<file path="config.mk">
export PLATFORM = sky130hd
export DESIGN_NAME = riscdec_top
export DESIGN_NICKNAME = d
export VERILOG_FILES = /design/src/rtl/riscdec_pkg.sv /design/src/rtl/riscdec_fields.sv /design/src/rtl/riscdec_ctrl.sv /design/src/rtl/riscdec_imm.sv /design/src/rtl/riscdec_top.sv
export SDC_FILE = /design/constraint.sdc
export NUM_CORES = 1
export LEC_CHECK = 0
export BUFFER_PORTS_ARGS = -buffer_cell sky130_fd_sc_hd__buf_2
export CORE_ASPECT_RATIO = 0.7
export CORE_UTILIZATION = 45
export CTS_CLUSTER_SIZE = 10
export DETAILED_ROUTE_END_ITERATION = 7
export GPL_ROUTABILITY_DRIVEN = 0
export PLACE_DENSITY = 0.78
export SYNTH_ARGS = -nofsm -noshare
export SYNTH_HDL_FRONTEND = slang
export SYNTH_SLANG_ARGS = --single-unit
</file>
<file path="constraint.sdc">
create_clock -name clk -period 5.1 [get_ports clk]
set_input_delay 0.765 -clock clk [delete_from_list [all_inputs] [get_ports clk]]
set_output_delay 0.765 -clock clk [all_outputs]
set_load 0.05 [all_outputs]
</file>
<file path="src/rtl/riscdec_pkg.sv">
package riscdec_pkg;

    localparam int INSTR_W = 32;
    localparam int REG_W   = 5;
    localparam int DATA_W  = 32;
    localparam int OP_W    = 6;
    localparam int FN_W    = 6;
    localparam int TGT_W   = 26;
    localparam int IMM_W   = 16;

    typedef enum logic [1:0] {FMT_REG = 2'd0, FMT_IMM = 2'd1, FMT_JMP = 2'd2} fmt_e;
    typedef enum logic [1:0] {DSEL_RD = 2'd0, DSEL_RT = 2'd1, DSEL_LINK = 2'd2} dsel_e;
    typedef enum logic [3:0] {
        ALU_ADD = 4'd0, ALU_SUB = 4'd1, ALU_AND = 4'd2, ALU_OR  = 4'd3,
        ALU_XOR = 4'd4, ALU_NOR = 4'd5, ALU_SLL = 4'd6, ALU_SRL = 4'd7,
        ALU_SLT = 4'd8, ALU_PASSB = 4'd9
    } alu_e;
    typedef enum logic [1:0] {BR_NONE = 2'd0, BR_EQ = 2'd1, BR_NE = 2'd2} br_e;
    typedef enum logic [1:0] {JMP_NONE = 2'd0, JMP_TGT = 2'd1, JMP_REG = 2'd2} jmp_e;
    typedef enum logic [1:0] {IMMK_NONE, IMMK_SEXT, IMMK_ZEXT, IMMK_UPPER} immk_e;

    localparam logic [OP_W-1:0] OPC_REG  = 6'd0;
    localparam logic [OP_W-1:0] OPC_J    = 6'd2;
    localparam logic [OP_W-1:0] OPC_JAL  = 6'd3;
    localparam logic [OP_W-1:0] OPC_BEQ  = 6'd4;
    localparam logic [OP_W-1:0] OPC_BNE  = 6'd5;
    localparam logic [OP_W-1:0] OPC_ADDI = 6'd8;
    localparam logic [OP_W-1:0] OPC_SLTI = 6'd10;
    localparam logic [OP_W-1:0] OPC_ANDI = 6'd12;
    localparam logic [OP_W-1:0] OPC_ORI  = 6'd13;
    localparam logic [OP_W-1:0] OPC_LUI  = 6'd15;
    localparam logic [OP_W-1:0] OPC_LB   = 6'd32;
    localparam logic [OP_W-1:0] OPC_LW   = 6'd35;
    localparam logic [OP_W-1:0] OPC_SB   = 6'd40;
    localparam logic [OP_W-1:0] OPC_SW   = 6'd43;

    localparam logic [FN_W-1:0] FN_SLL  = 6'd0;
    localparam logic [FN_W-1:0] FN_SRL  = 6'd2;
    localparam logic [FN_W-1:0] FN_JR   = 6'd8;
    localparam logic [FN_W-1:0] FN_JALR = 6'd9;
    localparam logic [FN_W-1:0] FN_ADD  = 6'd32;
    localparam logic [FN_W-1:0] FN_SUB  = 6'd34;
    localparam logic [FN_W-1:0] FN_AND  = 6'd36;
    localparam logic [FN_W-1:0] FN_OR   = 6'd37;
    localparam logic [FN_W-1:0] FN_XOR  = 6'd38;
    localparam logic [FN_W-1:0] FN_NOR  = 6'd39;
    localparam logic [FN_W-1:0] FN_SLT  = 6'd42;

    typedef struct packed {
        logic  legal;
        logic  writes;
        dsel_e dsel;
        alu_e  alu;
        logic  alu_imm;
        logic  mrd;
        logic  mwr;
        logic  mbyte;
        br_e   br;
        jmp_e  jmp;
        logic  link;
        immk_e immk;
    } ctrl_t;

    typedef struct packed {
        fmt_e              fmt;
        logic [REG_W-1:0]  src_a;
        logic [REG_W-1:0]  src_b;
        logic [REG_W-1:0]  dst;
        logic [REG_W-1:0]  shift;
        logic [DATA_W-1:0] imm;
        logic [TGT_W-1:0]  target;
        logic              we;
        dsel_e             dsel;
        alu_e              alu;
        logic              alu_imm;
        logic              mrd;
        logic              mwr;
        logic              mbyte;
        br_e               br;
        jmp_e              jmp;
        logic              link;
        logic              illegal;
    } out_t;

endpackage

</file>
<file path="src/rtl/riscdec_fields.sv">
module riscdec_fields
    import riscdec_pkg::*;
(
    input  logic [INSTR_W-1:0] instr,
    output logic [OP_W-1:0]    op,
    output logic [FN_W-1:0]    fn,
    output logic [REG_W-1:0]   fa,
    output logic [REG_W-1:0]   fb,
    output logic [REG_W-1:0]   fd,
    output logic [REG_W-1:0]   sh,
    output logic [IMM_W-1:0]   imm16,
    output logic [TGT_W-1:0]   tgt
);
    localparam int OP_LO = INSTR_W - OP_W;
    localparam int FA_LO = OP_LO - REG_W;
    localparam int FB_LO = FA_LO - REG_W;
    localparam int FD_LO = FB_LO - REG_W;
    localparam int SH_LO = FD_LO - REG_W;

    always_comb begin
        op    = instr[INSTR_W-1:OP_LO];
        fa    = instr[OP_LO-1:FA_LO];
        fb    = instr[FA_LO-1:FB_LO];
        fd    = instr[FB_LO-1:FD_LO];
        sh    = instr[FD_LO-1:SH_LO];
        fn    = instr[FN_W-1:0];
        imm16 = instr[IMM_W-1:0];
        tgt   = instr[TGT_W-1:0];
    end
endmodule

</file>
<file path="src/rtl/riscdec_ctrl.sv">
module riscdec_ctrl
    import riscdec_pkg::*;
(
    input  logic [OP_W-1:0] op,
    input  logic [FN_W-1:0] fn,
    output ctrl_t           ctl,
    output fmt_e            fmt
);
    always_comb begin
        ctl       = '0;
        ctl.legal = 1'b1;
        case (op)
            OPC_REG, OPC_J, OPC_JAL: fmt = (op == OPC_REG) ? FMT_REG : FMT_JMP;
            default:                 fmt = FMT_IMM;
        endcase

        case (op)
            OPC_REG: begin
                ctl.writes = 1'b1;
                case (fn)
                    FN_ADD:  ctl.alu = ALU_ADD;
                    FN_SUB:  ctl.alu = ALU_SUB;
                    FN_AND:  ctl.alu = ALU_AND;
                    FN_OR:   ctl.alu = ALU_OR;
                    FN_XOR:  ctl.alu = ALU_XOR;
                    FN_NOR:  ctl.alu = ALU_NOR;
                    FN_SLL:  ctl.alu = ALU_SLL;
                    FN_SRL:  ctl.alu = ALU_SRL;
                    FN_SLT:  ctl.alu = ALU_SLT;
                    FN_JR: begin
                        ctl.writes = 1'b0;
                        ctl.jmp    = JMP_REG;
                    end
                    FN_JALR: begin
                        ctl.jmp  = JMP_REG;
                        ctl.link = 1'b1;
                    end
                    default: ctl.legal = 1'b0;
                endcase
            end
            OPC_J:   ctl.jmp = JMP_TGT;
            OPC_JAL: begin
                ctl.jmp    = JMP_TGT;
                ctl.link   = 1'b1;
                ctl.writes = 1'b1;
                ctl.dsel   = DSEL_LINK;
            end
            OPC_BEQ, OPC_BNE: begin
                ctl.br   = (op == OPC_BEQ) ? BR_EQ : BR_NE;
                ctl.alu  = ALU_SUB;
                ctl.immk = IMMK_SEXT;
            end
            OPC_ADDI, OPC_SLTI, OPC_ANDI, OPC_ORI, OPC_LUI: begin
                ctl.writes  = 1'b1;
                ctl.dsel    = DSEL_RT;
                ctl.alu_imm = 1'b1;
                case (op)
                    OPC_ADDI: begin ctl.alu = ALU_ADD;   ctl.immk = IMMK_SEXT;  end
                    OPC_SLTI: begin ctl.alu = ALU_SLT;   ctl.immk = IMMK_SEXT;  end
                    OPC_ANDI: begin ctl.alu = ALU_AND;   ctl.immk = IMMK_ZEXT;  end
                    OPC_ORI:  begin ctl.alu = ALU_OR;    ctl.immk = IMMK_ZEXT;  end
                    default:  begin ctl.alu = ALU_PASSB; ctl.immk = IMMK_UPPER; end
                endcase
            end
            OPC_LB, OPC_LW: begin
                ctl.writes  = 1'b1;
                ctl.dsel    = DSEL_RT;
                ctl.alu_imm = 1'b1;
                ctl.immk    = IMMK_SEXT;
                ctl.mrd     = 1'b1;
                ctl.mbyte   = (op == OPC_LB);
            end
            OPC_SB, OPC_SW: begin
                ctl.alu_imm = 1'b1;
                ctl.immk    = IMMK_SEXT;
                ctl.mwr     = 1'b1;
                ctl.mbyte   = (op == OPC_SB);
            end
            default: ctl.legal = 1'b0;
        endcase

        if (!ctl.legal) begin
            ctl       = '0;
            ctl.legal = 1'b0;
        end
    end
endmodule

</file>
<file path="src/rtl/riscdec_imm.sv">
module riscdec_imm
    import riscdec_pkg::*;
(
    input  logic [IMM_W-1:0]  raw,
    input  immk_e             kind,
    output logic [DATA_W-1:0] value
);
    localparam int UP_W = 2 * IMM_W;

    always_comb begin
        case (kind)
            IMMK_SEXT:  value = DATA_W'($signed(raw));
            IMMK_ZEXT:  value = DATA_W'(raw);
            IMMK_UPPER: value = DATA_W'($signed({raw, {IMM_W{1'b0}}} & {UP_W{1'b1}}));
            default:    value = '0;
        endcase
    end
endmodule

</file>
<file path="src/rtl/riscdec_top.sv">
module riscdec_top
    import riscdec_pkg::*;
#(
    parameter int LINK_REG = 31
) (
    input  logic               clk,
    input  logic               rst_n,
    input  logic [31:0]        instr_i,
    output logic [1:0]         fmt_o,
    output logic [4:0]         src_a_o,
    output logic [4:0]         src_b_o,
    output logic [4:0]         dst_o,
    output logic [4:0]         shift_o,
    output logic [31:0]        imm_o,
    output logic [25:0]        target_o,
    output logic               reg_we_o,
    output logic [1:0]         dst_sel_o,
    output logic [3:0]         alu_op_o,
    output logic               alu_src_imm_o,
    output logic               mem_rd_o,
    output logic               mem_wr_o,
    output logic               mem_byte_o,
    output logic [1:0]         branch_o,
    output logic [1:0]         jump_o,
    output logic               link_o,
    output logic               illegal_o
);
    logic [OP_W-1:0]   op;
    logic [FN_W-1:0]   fn;
    logic [REG_W-1:0]  fa, fb, fd, sh;
    logic [IMM_W-1:0]  imm16;
    logic [TGT_W-1:0]  tgt;
    ctrl_t             ctl;
    fmt_e              fmt;
    logic [DATA_W-1:0] imm_ext;
    logic [REG_W-1:0]  dst_pick;
    out_t              out_d, out_q;

    riscdec_fields u_fields (
        .instr (instr_i), .op (op), .fn (fn), .fa (fa), .fb (fb),
        .fd (fd), .sh (sh), .imm16 (imm16), .tgt (tgt)
    );

    riscdec_ctrl u_ctrl (.op (op), .fn (fn), .ctl (ctl), .fmt (fmt));

    riscdec_imm u_imm (.raw (imm16), .kind (ctl.immk), .value (imm_ext));

    always_comb begin
        case (ctl.dsel)
            DSEL_RT:   dst_pick = fb;
            DSEL_LINK: dst_pick = REG_W'(LINK_REG);
            default:   dst_pick = fd;
        endcase

        out_d         = '0;
        out_d.fmt     = fmt;
        out_d.src_a   = fa;
        out_d.src_b   = fb;
        out_d.shift   = sh;
        out_d.target  = tgt;
        out_d.illegal = !ctl.legal;
        if (ctl.legal) begin
            out_d.imm     = imm_ext;
            out_d.dst     = ctl.writes ? dst_pick : '0;
            out_d.we      = ctl.writes && (dst_pick != '0);
            out_d.dsel    = ctl.dsel;
            out_d.alu     = ctl.alu;
            out_d.alu_imm = ctl.alu_imm;
            out_d.mrd     = ctl.mrd;
            out_d.mwr     = ctl.mwr;
            out_d.mbyte   = ctl.mbyte;
            out_d.br      = ctl.br;
            out_d.jmp     = ctl.jmp;
            out_d.link    = ctl.link;
        end
    end

    always_ff @(posedge clk) begin
        if (!rst_n) out_q <= '0;
        else        out_q <= out_d;
    end

    always_comb begin
        fmt_o         = out_q.fmt;
        src_a_o       = out_q.src_a;
        src_b_o       = out_q.src_b;
        dst_o         = out_q.dst;
        shift_o       = out_q.shift;
        imm_o         = out_q.imm;
        target_o      = out_q.target;
        reg_we_o      = out_q.we;
        dst_sel_o     = out_q.dsel;
        alu_op_o      = out_q.alu;
        alu_src_imm_o = out_q.alu_imm;
        mem_rd_o      = out_q.mrd;
        mem_wr_o      = out_q.mwr;
        mem_byte_o    = out_q.mbyte;
        branch_o      = out_q.br;
        jump_o        = out_q.jmp;
        link_o        = out_q.link;
        illegal_o     = out_q.illegal;
    end
endmodule

</file>
==> key figures <==
Status
  • Status: complete, no violations

Clock network
  • Reg clk slew, reported paths: 0.09 ns
  • Clock root buffer: clkbuf_8
  • Post-CTS sizing: 0
  • Post-CTS Setup Bufs: 0
  • Hold-fix buffers, CTS: 0
  • Clock buffer depth: 2
  • CTS tree: done
  • Total CTS buffers: 9
  • H-Tree Depth: 3
  • # clock sinks: 82

Power
  • Switching power: 0.0004032 W
  • Sw frac: 29.72%
  • Clock power frac: 36.2%
  • Pwr Density: 356.3 nW/µm²
  • Leakage: 1.777 nW
  • Internal: 0.0009536 W
  • Power share of the sequential group: 48.9%
  • VDD IR max: 0.0001443 V
  • Combinational power share: 15.0%

Hold path
  • Worst hold path class: input pin to flip-flop

Critical path
  • Number of buffers and inverters on the critical path: 2
  • Critical path class: input pin to flip-flop
  • Critical path arrival: 2.91 ns
  • Worst Path Required: 5.31 ns
  • Startpoint Class: input pin
  • Worst setup EP type: flip-flop
  • Max stage delay on crit path: 0.35 ns
  • CP delay by family, top: simple AND/OR/NAND/NOR gates
  • Cell Chain, Critical Path: buf_2 -> or2_2 -> o2111a_1 -> nand2b_1 -> nor2_1 -> inv_1 -> ha_1 -> a21oi_1 -> nor2_1 -> a21oi_1 -> and4_1 -> a211oi_1
  • CP Max Fanout: 20
  • Slowest cell on the critical path: or2_2

Drt
  • Vias: 2533
  • Wire per inst: 13.48 µm
  • Antenna Nets Post-Route: 0
  • Vias per inst: 4.852
  • Wirelength, routed: 7036 µm
  • Pre-antenna DRT Iters: 4
  • Initial DRC Count: 98
  • Drt drc: 0

Floorplanning
  • DIE AREA: 7066 µm²
  • Rows: 24
  • Ports: 131
  • CORE AREA: 6366 µm²
  • Die extent in x: 100.0 µm
  • Die span in y: 70.63 µm
  • Initial core utilization: 47.56%

Logic synthesis
  • Synthesized flop and latch total: 82
  • Post-synth EDFFs: 0
  • Yosys warnings: 0
  • Yosys cell types: 45
  • Post-synthesis sequential area ratio: 54.21%
  • Synth Flop Type: dfxtp_1
  • Asr flop ratio synth: 0%
  • Syn_nets: 357
  • Avg Cell Area, Syn: 9.433 µm²
  • Syn Inst Count: 321
  • Synthesized cell area: 3028 µm²

Timing
  • Min Hold Slack: 0.6122 ns
  • Setup ws final: 2.394 ns
  • Final Hold Viols: 0
  • Max-Slew Margin vs Limit: 45.66%
  • Maximum clock rate: 369.6 MHz
  • Final setup fails: 0
  • Final Cycle Share: 53.06%
  • Setup repair after global routing missed its margin: no
  • Final-report max-slew violation count: 0
  • Actual slew at the worst max-slew pin: 0.8090 ns
  • Final min period: 2.706 ns
  • Setup TNS: 0 ns

Final layout
  • Diodes inserted: 0
  • Share of post-route cells with drive strength above 1: 36.66%
  • Area Growth Syn to Fin: 25.79%
  • Post-route cell area: 3809 µm²
  • Nets: 462
  • Fill count: 568

Global route
  • M1 GR Usage: 26.86%
  • Initial antenna violation count: 0
  • Global-route wire length before repair: 10760 µm
  • GR peak layer: met2
  • Overflow after GRT: 0
  • Total track usage: 20.08%
  • Vias in the first global route: 2222
  • Met3 GRT Util: 6.719%
  • Met2 GRT Util: 30.42%
  • Largest net degree at the start of global routing: 30

Placed design
  • Worst slack, placed: 2.084 ns
  • Post-DP HPWL: 5084 µm
  • DP Area: 3597 µm²
  • Port bufs: 130

Job
  • Max-Cap Viols: 0
[synthesized netlist by cell type, types with 2 or more instances]
| master | number | share of area [%] |
|---|---|---|
| nor4_1 | 5 | 1.0 |
| o21ai_0 | 7 | 1.2 |
| or3b_1 | 3 | 0.87 |
| nand3b_1 | 3 | 0.74 |
| nand2_1 | 19 | 2.4 |
| buf_4 | 15 | 3.7 |
| nand3_1 | 3 | 0.50 |
| a211oi_1 | 2 | 0.50 |
| and2_1 | 41 | 8.5 |
| a31oi_1 | 3 | 0.62 |
| nor2_1 | 21 | 2.6 |
| and3_1 | 3 | 0.62 |
| nor3_1 | 13 | 2.1 |
| or4_4 | 2 | 0.74 |
| or3b_2 | 2 | 0.58 |
| inv_1 | 7 | 0.87 |
| nand2b_1 | 8 | 1.7 |
| dfxtp_1 | 82 | 54 |
| ha_1 | 2 | 0.83 |
| buf_2 | 6 | 0.99 |
| a21oi_1 | 36 | 6.0 |
| clkbuf_1 | 15 | 1.9 |
[cells in the final DEF, fill, tap and decap left out, types with 2 or more instances in the layout]
cell	Yosys	layout
nor4_1	5	5
clkbuf_8	0	10
nand3b_1	3	3
or3b_2	2	2
inv_1	7	7
ha_1	2	2
o21ai_0	7	7
nand2_1	19	19
nor3_1	13	13
nand3_1	3	3
nor2_1	21	21
a211oi_1	2	2
a21oi_1	36	36
and2_1	41	41
buf_2	6	130
dfxtp_1	82	82
and3_1	3	3
or4_4	2	2
or3b_1	3	3
a31oi_1	3	3
nand2b_1	8	8
clkinvlp_4	0	2
[layer usage]
layer  wire length [µm]  vias up
li1                   -     1276
met1               3395     1120
met2               2987      123
met3                543       14
met4                110        0
met5                  0        -
[power by group through the flow]
stage / Sequential [W] / Clock [W] / Combinational (W)
4_1_cts: 0.000663 / 0.000499 / 0.000203
6_report: 0.000663 / 0.000491 / 0.000203
3_5_place_dp: 0.000678 / 0 / 0.000203
5_1_grt: 0.000665 / 0.000525 / 0.000215
2_1_floorplan: 0.000744 / 0 / 0.0000920
3_3_place_gp: 0.000678 / 0 / 0.000201
[kinds of logic after synthesis]
kind of cell	after synthesis	synth area share, %
flip-flops	82	54.21
AND/OR/NAND/NOR	132	25.33
buffers and inverters	44	7.562
adder cells (fa/ha/maj)	2	0.8263
XOR/XNOR	2	0.5786
AO/OA/AOI/OAI	59	11.49
[sequential cells by signal, indices dropped and copies added (netlist names), 4 cells and up]
signal and flops:
imm_o 32, src_a_o 4, alu_op_o 4, src_b_o 4, shift_o 4, dst_o 5, target_o 14
[per-stage QoR]
stage	power (W)	utilization [%]	cells
after floorplan	0.0008360	-	321
after global placement	0.0008785	56.51	506
after detailed placement	0.0008808	56.51	506
after CTS	0.001365	59.83	522
after global routing	0.001405	59.83	522
final	0.001357	59.83	522
[area by class of cell]
class                      instances  area, µm²  area share (%)
timing repair buffer             131      658.1           17.28
multi-input combinational        195       1157           30.39
clock buffer                      10      137.6           3.614
tap                               91      113.9           2.989
sequential                        82       1642           43.10
inverter                           7      26.28          0.6899
clock inverter                     6      73.82           1.938
[path summary, 6_finish.rpt]
| check | end | depth (start not counted) | slack, ns | startpoint |
|---|---|---|---|---|
| worst min-delay path | src_a_o[3]$_SDFF_PN0_ | 2 | 0.61 | instr_i[24] |
| worst max-delay path | reg_we_o$_SDFF_PN0_ | 12 | 2.39 | instr_i[27] |
Power figures use the tool's default switching activity.
